**config.mk**
```make
export PLATFORM = sky130hd
export DESIGN_NAME = sslo_ctrl
export DESIGN_NICKNAME = d
export VERILOG_FILES = /design/src/rtl/sslo_pkg.sv /design/src/rtl/sslo_timer.sv /design/src/rtl/sslo_ramp.sv /design/src/rtl/sslo_fsm.sv /design/src/rtl/sslo_ctrl.sv
export SDC_FILE = /design/constraint.sdc
export NUM_CORES = 1
export LEC_CHECK = 0
export ABC_CLOCK_PERIOD_IN_PS = 3840
export CORE_ASPECT_RATIO = 0.8
export CORE_MARGIN = 2
export CORE_UTILIZATION = 40
export CTS_BUF_LIST = sky130_fd_sc_hd__clkbuf_16
export DETAILED_ROUTE_END_ITERATION = 10
export HOLD_SLACK_MARGIN = 0.03
export PLACE_DENSITY_LB_ADDON = 0.25
export SLEW_MARGIN = 20
export SYNTH_ARGS = -nofsm -noshare
export SYNTH_HDL_FRONTEND = slang
export SYNTH_HIERARCHICAL = 1
export SYNTH_SLANG_ARGS = --single-unit
```
**constraint.sdc**
```tcl
create_clock -name clk -period 3.84 [get_ports clk]
set_input_delay 0.384 -clock clk [delete_from_list [all_inputs] [get_ports clk]]
set_output_delay 0.384 -clock clk [all_outputs]
set_load 0.005 [all_outputs]
```
**src/rtl/sslo_pkg.sv**
```systemverilog
package sslo_pkg;
  typedef enum logic [2:0] {
    ST_IDLE  = 3'd0,
    ST_SOFT  = 3'd1,
    ST_RUN   = 3'd2,
    ST_OCW   = 3'd3,
    ST_LATCH = 3'd4
  } sslo_state_e;
endpackage

```
**src/rtl/sslo_timer.sv**
```systemverilog
module sslo_timer #(
  parameter int DLY_W = 16
) (
  input  logic             clk,
  input  logic             rst,
  input  logic             load_i,
  input  logic             dec_i,
  input  logic [DLY_W-1:0] value_i,
  output logic             zero_o
);
  logic [DLY_W-1:0] cnt_q;

  always_ff @(posedge clk) begin
    if (rst) begin
      cnt_q <= '0;
    end else if (load_i) begin
      cnt_q <= value_i;
    end else if (dec_i && cnt_q != '0) begin
      cnt_q <= cnt_q - 1'b1;
    end
  end

  assign zero_o = (cnt_q == '0);


  tmr_no_rise_chk: assert property (@(posedge clk) disable iff (rst)
    !$past(load_i) |-> cnt_q <= $past(cnt_q));
endmodule

```
**src/rtl/sslo_ramp.sv**
```systemverilog
module sslo_ramp #(
  parameter int RAMP_W = 8,
  parameter int DIV_W  = 8
) (
  input  logic              clk,
  input  logic              rst,
  input  logic              clr_i,
  input  logic              fill_i,
  input  logic              step_i,
  input  logic [DIV_W-1:0]  div_i,
  output logic [RAMP_W-1:0] ramp_o,
  output logic              full_o
);
  localparam logic [RAMP_W-1:0] RAMP_MAX = '1;

  logic [RAMP_W-1:0] ramp_q;
  logic [DIV_W-1:0]  pre_q;

  always_ff @(posedge clk) begin
    if (rst || clr_i) begin
      ramp_q <= '0;
      pre_q  <= '0;
    end else if (fill_i) begin
      ramp_q <= RAMP_MAX;
      pre_q  <= '0;
    end else if (step_i) begin
      if (pre_q == div_i) begin
        pre_q <= '0;
        if (ramp_q != RAMP_MAX) ramp_q <= ramp_q + 1'b1;
      end else begin
        pre_q <= pre_q + 1'b1;
      end
    end
  end

  assign ramp_o = ramp_q;
  assign full_o = (ramp_q == RAMP_MAX);


  ramp_single_step_chk: assert property (@(posedge clk) disable iff (rst)
    (ramp_q != $past(ramp_q)) |->
      (ramp_q == '0 || ramp_q == RAMP_MAX || ramp_q == RAMP_W'($past(ramp_q) + 1'b1)));
endmodule

```
**src/rtl/sslo_fsm.sv**
```systemverilog
module sslo_fsm
  import sslo_pkg::*;
(
  input  logic clk,
  input  logic rst,
  input  logic go_i,
  input  logic ilim_i,
  input  logic pgood_i,
  input  logic vlow_i,
  input  logic latch_dis_i,
  input  logic ramp_full_i,
  input  logic tmr_zero_i,
  output logic tmr_load_o,
  output logic tmr_dec_o,
  output logic ramp_clr_o,
  output logic ramp_fill_o,
  output logic ramp_step_o,
  output logic run_o,
  output logic fault_o
);
  sslo_state_e st_q, st_d;
  logic run_q, fault_q;

  always_comb begin
    st_d = st_q;
    if (!go_i) begin
      st_d = ST_IDLE;
    end else begin
      case (st_q)
        ST_IDLE: st_d = ST_SOFT;
        ST_SOFT: begin
          if (ilim_i)           st_d = ST_OCW;
          else if (ramp_full_i) st_d = ST_RUN;
        end
        ST_RUN:  if (ilim_i) st_d = ST_OCW;
        ST_OCW: begin
          if (ilim_i) begin
            if (tmr_zero_i && !latch_dis_i) st_d = ST_LATCH;
          end else if (pgood_i) begin
            st_d = ST_RUN;
          end else if (vlow_i) begin
            st_d = ST_SOFT;
          end
        end
        ST_LATCH: st_d = ST_LATCH;
        default:  st_d = ST_IDLE;
      endcase
    end
  end

  always_comb begin
    tmr_load_o  = (st_q == ST_SOFT || st_q == ST_RUN) && st_d == ST_OCW;
    tmr_dec_o   = (st_q == ST_OCW) && ilim_i && !tmr_zero_i;
    ramp_clr_o  = (st_d == ST_IDLE) || (st_d == ST_LATCH) ||
                  (st_q == ST_OCW && st_d == ST_SOFT);
    ramp_fill_o = (st_q == ST_OCW) && (st_d == ST_RUN);
    ramp_step_o = (st_q == ST_SOFT) && (st_d == ST_SOFT);
  end

  always_ff @(posedge clk) begin
    if (rst) begin
      st_q    <= ST_IDLE;
      run_q   <= 1'b0;
      fault_q <= 1'b0;
    end else begin
      st_q    <= st_d;
      run_q   <= (st_d == ST_SOFT) || (st_d == ST_RUN) || (st_d == ST_OCW);
      fault_q <= (st_d == ST_LATCH);
    end
  end

  assign run_o   = run_q;
  assign fault_o = fault_q;


  latch_hold_chk: assert property (@(posedge clk) disable iff (rst)
    ($past(fault_q) && $past(go_i)) |-> fault_q);


  latch_disabled_chk: assert property (@(posedge clk) disable iff (rst)
    (!$past(fault_q) && $past(latch_dis_i)) |-> !fault_q);
endmodule

```
**src/rtl/sslo_ctrl.sv**
```systemverilog
module sslo_ctrl #(
  parameter int RAMP_W = 8,
  parameter int DIV_W  = 8,
  parameter int DLY_W  = 16
) (
  input  logic              clk,
  input  logic              rst,
  input  logic              en_i,
  input  logic              uvlo_i,
  input  logic              ilim_i,
  input  logic              pgood_i,
  input  logic              vlow_i,
  input  logic              latch_dis_i,
  input  logic [DIV_W-1:0]  ss_div_i,
  input  logic [DLY_W-1:0]  lo_dly_i,
  output logic [RAMP_W-1:0] ramp_o,
  output logic              run_o,
  output logic              fault_o
);
  logic go;
  logic tmr_load, tmr_dec, tmr_zero;
  logic ramp_clr, ramp_fill, ramp_step, ramp_full;

  assign go = en_i && !uvlo_i;

  sslo_fsm u_fsm (
    .clk         (clk),
    .rst         (rst),
    .go_i        (go),
    .ilim_i      (ilim_i),
    .pgood_i     (pgood_i),
    .vlow_i      (vlow_i),
    .latch_dis_i (latch_dis_i),
    .ramp_full_i (ramp_full),
    .tmr_zero_i  (tmr_zero),
    .tmr_load_o  (tmr_load),
    .tmr_dec_o   (tmr_dec),
    .ramp_clr_o  (ramp_clr),
    .ramp_fill_o (ramp_fill),
    .ramp_step_o (ramp_step),
    .run_o       (run_o),
    .fault_o     (fault_o)
  );

  sslo_timer #(.DLY_W(DLY_W)) u_tmr (
    .clk     (clk),
    .rst     (rst),
    .load_i  (tmr_load),
    .dec_i   (tmr_dec),
    .value_i (lo_dly_i),
    .zero_o  (tmr_zero)
  );

  sslo_ramp #(.RAMP_W(RAMP_W), .DIV_W(DIV_W)) u_ramp (
    .clk    (clk),
    .rst    (rst),
    .clr_i  (ramp_clr),
    .fill_i (ramp_fill),
    .step_i (ramp_step),
    .div_i  (ss_div_i),
    .ramp_o (ramp_o),
    .full_o (ramp_full)
  );


  off_forces_zero_chk: assert property (@(posedge clk) disable iff (rst)
    (!$past(en_i) || $past(uvlo_i)) |-> (ramp_o == '0 && !run_o && !fault_o));


  fault_stops_chk: assert property (@(posedge clk) disable iff (rst)
    fault_o |-> (!run_o && ramp_o == '0));
endmodule

```
==> flow_metrics.py <==
metrics = {
    "routing": {
        "drc_errors": 0,
        "wl_per_cell_um": 13.8,
        "routed_wl_mm": 4.98,
        "ant_nets": 0,
        "firstDrtPassIters": 4,
        "drt_iter0_drc": 88,
        "routed_via_density": 5.47,
        "vias": 1970,
    },
    "status": {
        "outcome": "finished clean",
    },
    "global_route": {
        "grt_usage": 0.179,
        "antenna_found_initial": 0,
        "grt_pass1_vias": 1905,
        "grt_pass1_wl_mm": 8.71,
        "grt_max_degree": 25,
        "grt.overflow.total": 0,
    },
    "timing": {
        "grt_setup_unrepaired": "no",
        "hold_viol": 0,
        "setup_ws_ps": 522,
        "max_freq_mhz": 301,
        "clock_skew_ps": 7.78,
        "fin_tns_setup_ps": 0,
        "fin_crit_sh": 0.864,
        "setup_viol": 0,
        "slew_headroom": 0.619,
        "min_period_ps": 3320,
        "final_max_slew_viol_count": 0,
        "worstMarginPinSlew_ps": 567,
    },
    "placement": {
        "gp_congestion": 0.802,
        "placed_area_sq_um": 2670,
        "place_ws_ps": 534,
        "post-dp-hpwl_mm": 3.59,
        "port_buffers": 41,
    },
    "final_layout": {
        "seq_area_sq_um": 741,
        "antenna_cells": 0,
        "area_delta_synth_final_pct": 29.3,
        "drive_gt1_frac": 0.129,
        "final_util": 0.527,
        "fillers": 515,
        "final_area_sq_um": 2830,
        "multiInputGateArea_sq_um": 1370,
        "nets": 329,
    },
    "clock_tree": {
        "clock_path_buffers": 2,
        "post_cts_buffers": 0,
        "cts.sink_count": 37,
        "clk_latency_ps": 280,
        "cts_tree": "built",
        "cts-resized-gates": 0,
        "numCtsBuffers": 5,
        "root_buffer": "clkbuf_16",
        "ctsHoldBuffers": 0,
        "htreeDepth": 2,
        "path_clk_slew_ps": 60,
    },
    "logic_synthesis": {
        "async_flop_share": 0,
        "yosysTopAreaCellShare": 0.338,
        "syn_nets": 282,
        "synth_top_area_cell": "dfxtp_1",
        "synth_edf_count": 0,
        "synthTopCellsByCount": "dfxtp_1 (37), nor2_1 (23), xnor2_1 (17)",
        "avgSynthCellArea_sq_um": 8.86,
        "yosysMostFrequentCell": "dfxtp_1",
        "synth-seq-cells": 37,
        "synthTopCellsByArea": "dfxtp_1 (34%), xnor2_1 (6.8%), nor2_1 (3.9%)",
        "ys.flop_type": "dfxtp_1",
        "ys_seq_area_frac": 0.338,
        "ys_warn_count": 6,
        "syn_inst": 247,
        "synth.distinct_cells": 63,
        "synth_area_sq_um": 2190,
    },
    "critical_path": {
        "required_ps": 3990,
        "cp-start-kind": "flop",
        "cp-end-kind": "flop",
        "slowest_stage": "or4_1",
        "max_stage_delay_ps": 580,
        "path_cells": "or4_1 > and4bb_2 > nand3b_1 > o311ai_1 > a31o_1 > and4_1 > nand2_2 > nor3_2 > or4_1 > nor2_2",
        "r2r-start": "u_tmr/cnt_q[10]",
        "crit_arrival_ps": 3470,
        "startpoint": "u_tmr/cnt_q[10]",
        "critPathKind": "reg2reg",
        "crit_fanout": 8,
        "crit_path_frequent_cell": "or4_1",
    },
    "floorplan": {
        "die_h_um": 70.2,
        "pin_count": 42,
        "core_sq_um": 5380,
        "num_rows": 24,
        "die_w_um": 86.7,
        "die_area_sq_um": 6080,
        "start_util": 0.407,
    },
    "pwr": {
        "power.leakage_nw": 0.980,
        "design_power_total_w": 0.000912,
        "p_per_area_nw_per_um2": 322,
        "peakVddDrop_mv": 0.187,
    },
    "hold_path": {
        "min_path_type": "reg2reg",
        "hp-start": "u_ramp/pre_q[7]",
    },
    "flow_run": {
        "cap_violations": 0,
    },
}
## state kept, by name, indices dropped and copies added (netlist names)
name and cells:
u_ramp/pre_q 8, u_fsm/run_o 1, u_tmr/cnt_q 16, u_fsm/st_q 3
u_ramp/ramp_o 8, u_fsm/fault_o 1
## path summary, 6_finish.rpt
check	end	slack, ps	depth (start not counted)
worst max-delay path	u_ramp/pre_q[4]	520	10
worst min-delay path	u_ramp/pre_q[7]	550	2
worst min register to register	u_ramp/pre_q[7]	550	2
worst max register to register	u_ramp/pre_q[4]	520	10
## stage by stage
stage                     hold WS, ps  cells
final                             545    360
after global routing              586    360
after CTS                         548    360
after detailed placement          531    352
after global placement            527    352
after floorplan                   456    247
## cell usage in the layout, fill, tap and decap left out, drive strengths merged, types with 3 or more instances in the layout
master,n
clkdlybuf4s50,41
dfxtp,37
nor2,32
xnor2,17
nand2,17
nor3,13
a211oi,8
a21oi,7
xor2,7
nor3b,7
nand4,7
o21ai,7
inv,6
buf,6
clkbuf,5
and3,5
nand3,5
nor4,5
nand2b,4
and4b,4
and3b,4
a311oi,4
or3,4
nand3b,3
ha,3
o21bai,3
nor2b,3
or4,3
## routing by layer
metal / vias up / share of wire / GRT usage
met4: 0 / 0.0050 / 0.0434
met1: 905 / 0.52 / 0.262
met5: - / 0 / 0
met3: 2 / 0.047 / 0.0508
li1: 1018 / - / -
met2: 45 / 0.43 / 0.258
## cell families (layout without fill, tap and decap cells)
logic type	Yosys count	after routing	share of synthesized area
flip-flops	37	37	0.338
adder cells (fa/ha/maj)	3	3	0.0172
multiplexers	2	2	0.00915
AND/OR/NAND/NOR	121	121	0.344
buffers and inverters	13	61	0.0366
XOR/XNOR	24	24	0.0961
AO/OA/AOI/OAI	47	47	0.158
## report_power, final
part / internal (W) / switching (W) / leakage [nW]
Sequential: 0.000386 / 0.00000205 / 0.298
Clock: 0.000301 / 0.000152 / 0.0826
Combinational: 0.0000423 / 0.0000287 / 0.599
## cell type report
type / instances / area share
clock buffer: 5 / 0.0442
clock inverter: 3 / 0.0133
inverter: 6 / 0.00796
multi-input combinational: 197 / 0.483
sequential: 37 / 0.262
tap: 65 / 0.0287
timing repair buffer: 47 / 0.161
## worst max-delay path, delay by kind of cell (launching register included)
family | cells | cell delay, ps
simple gates | 8 | 2460
flops | 1 | 340
compound gates | 2 | 360
No activity file was read; power rests on OpenSTA's default activity.
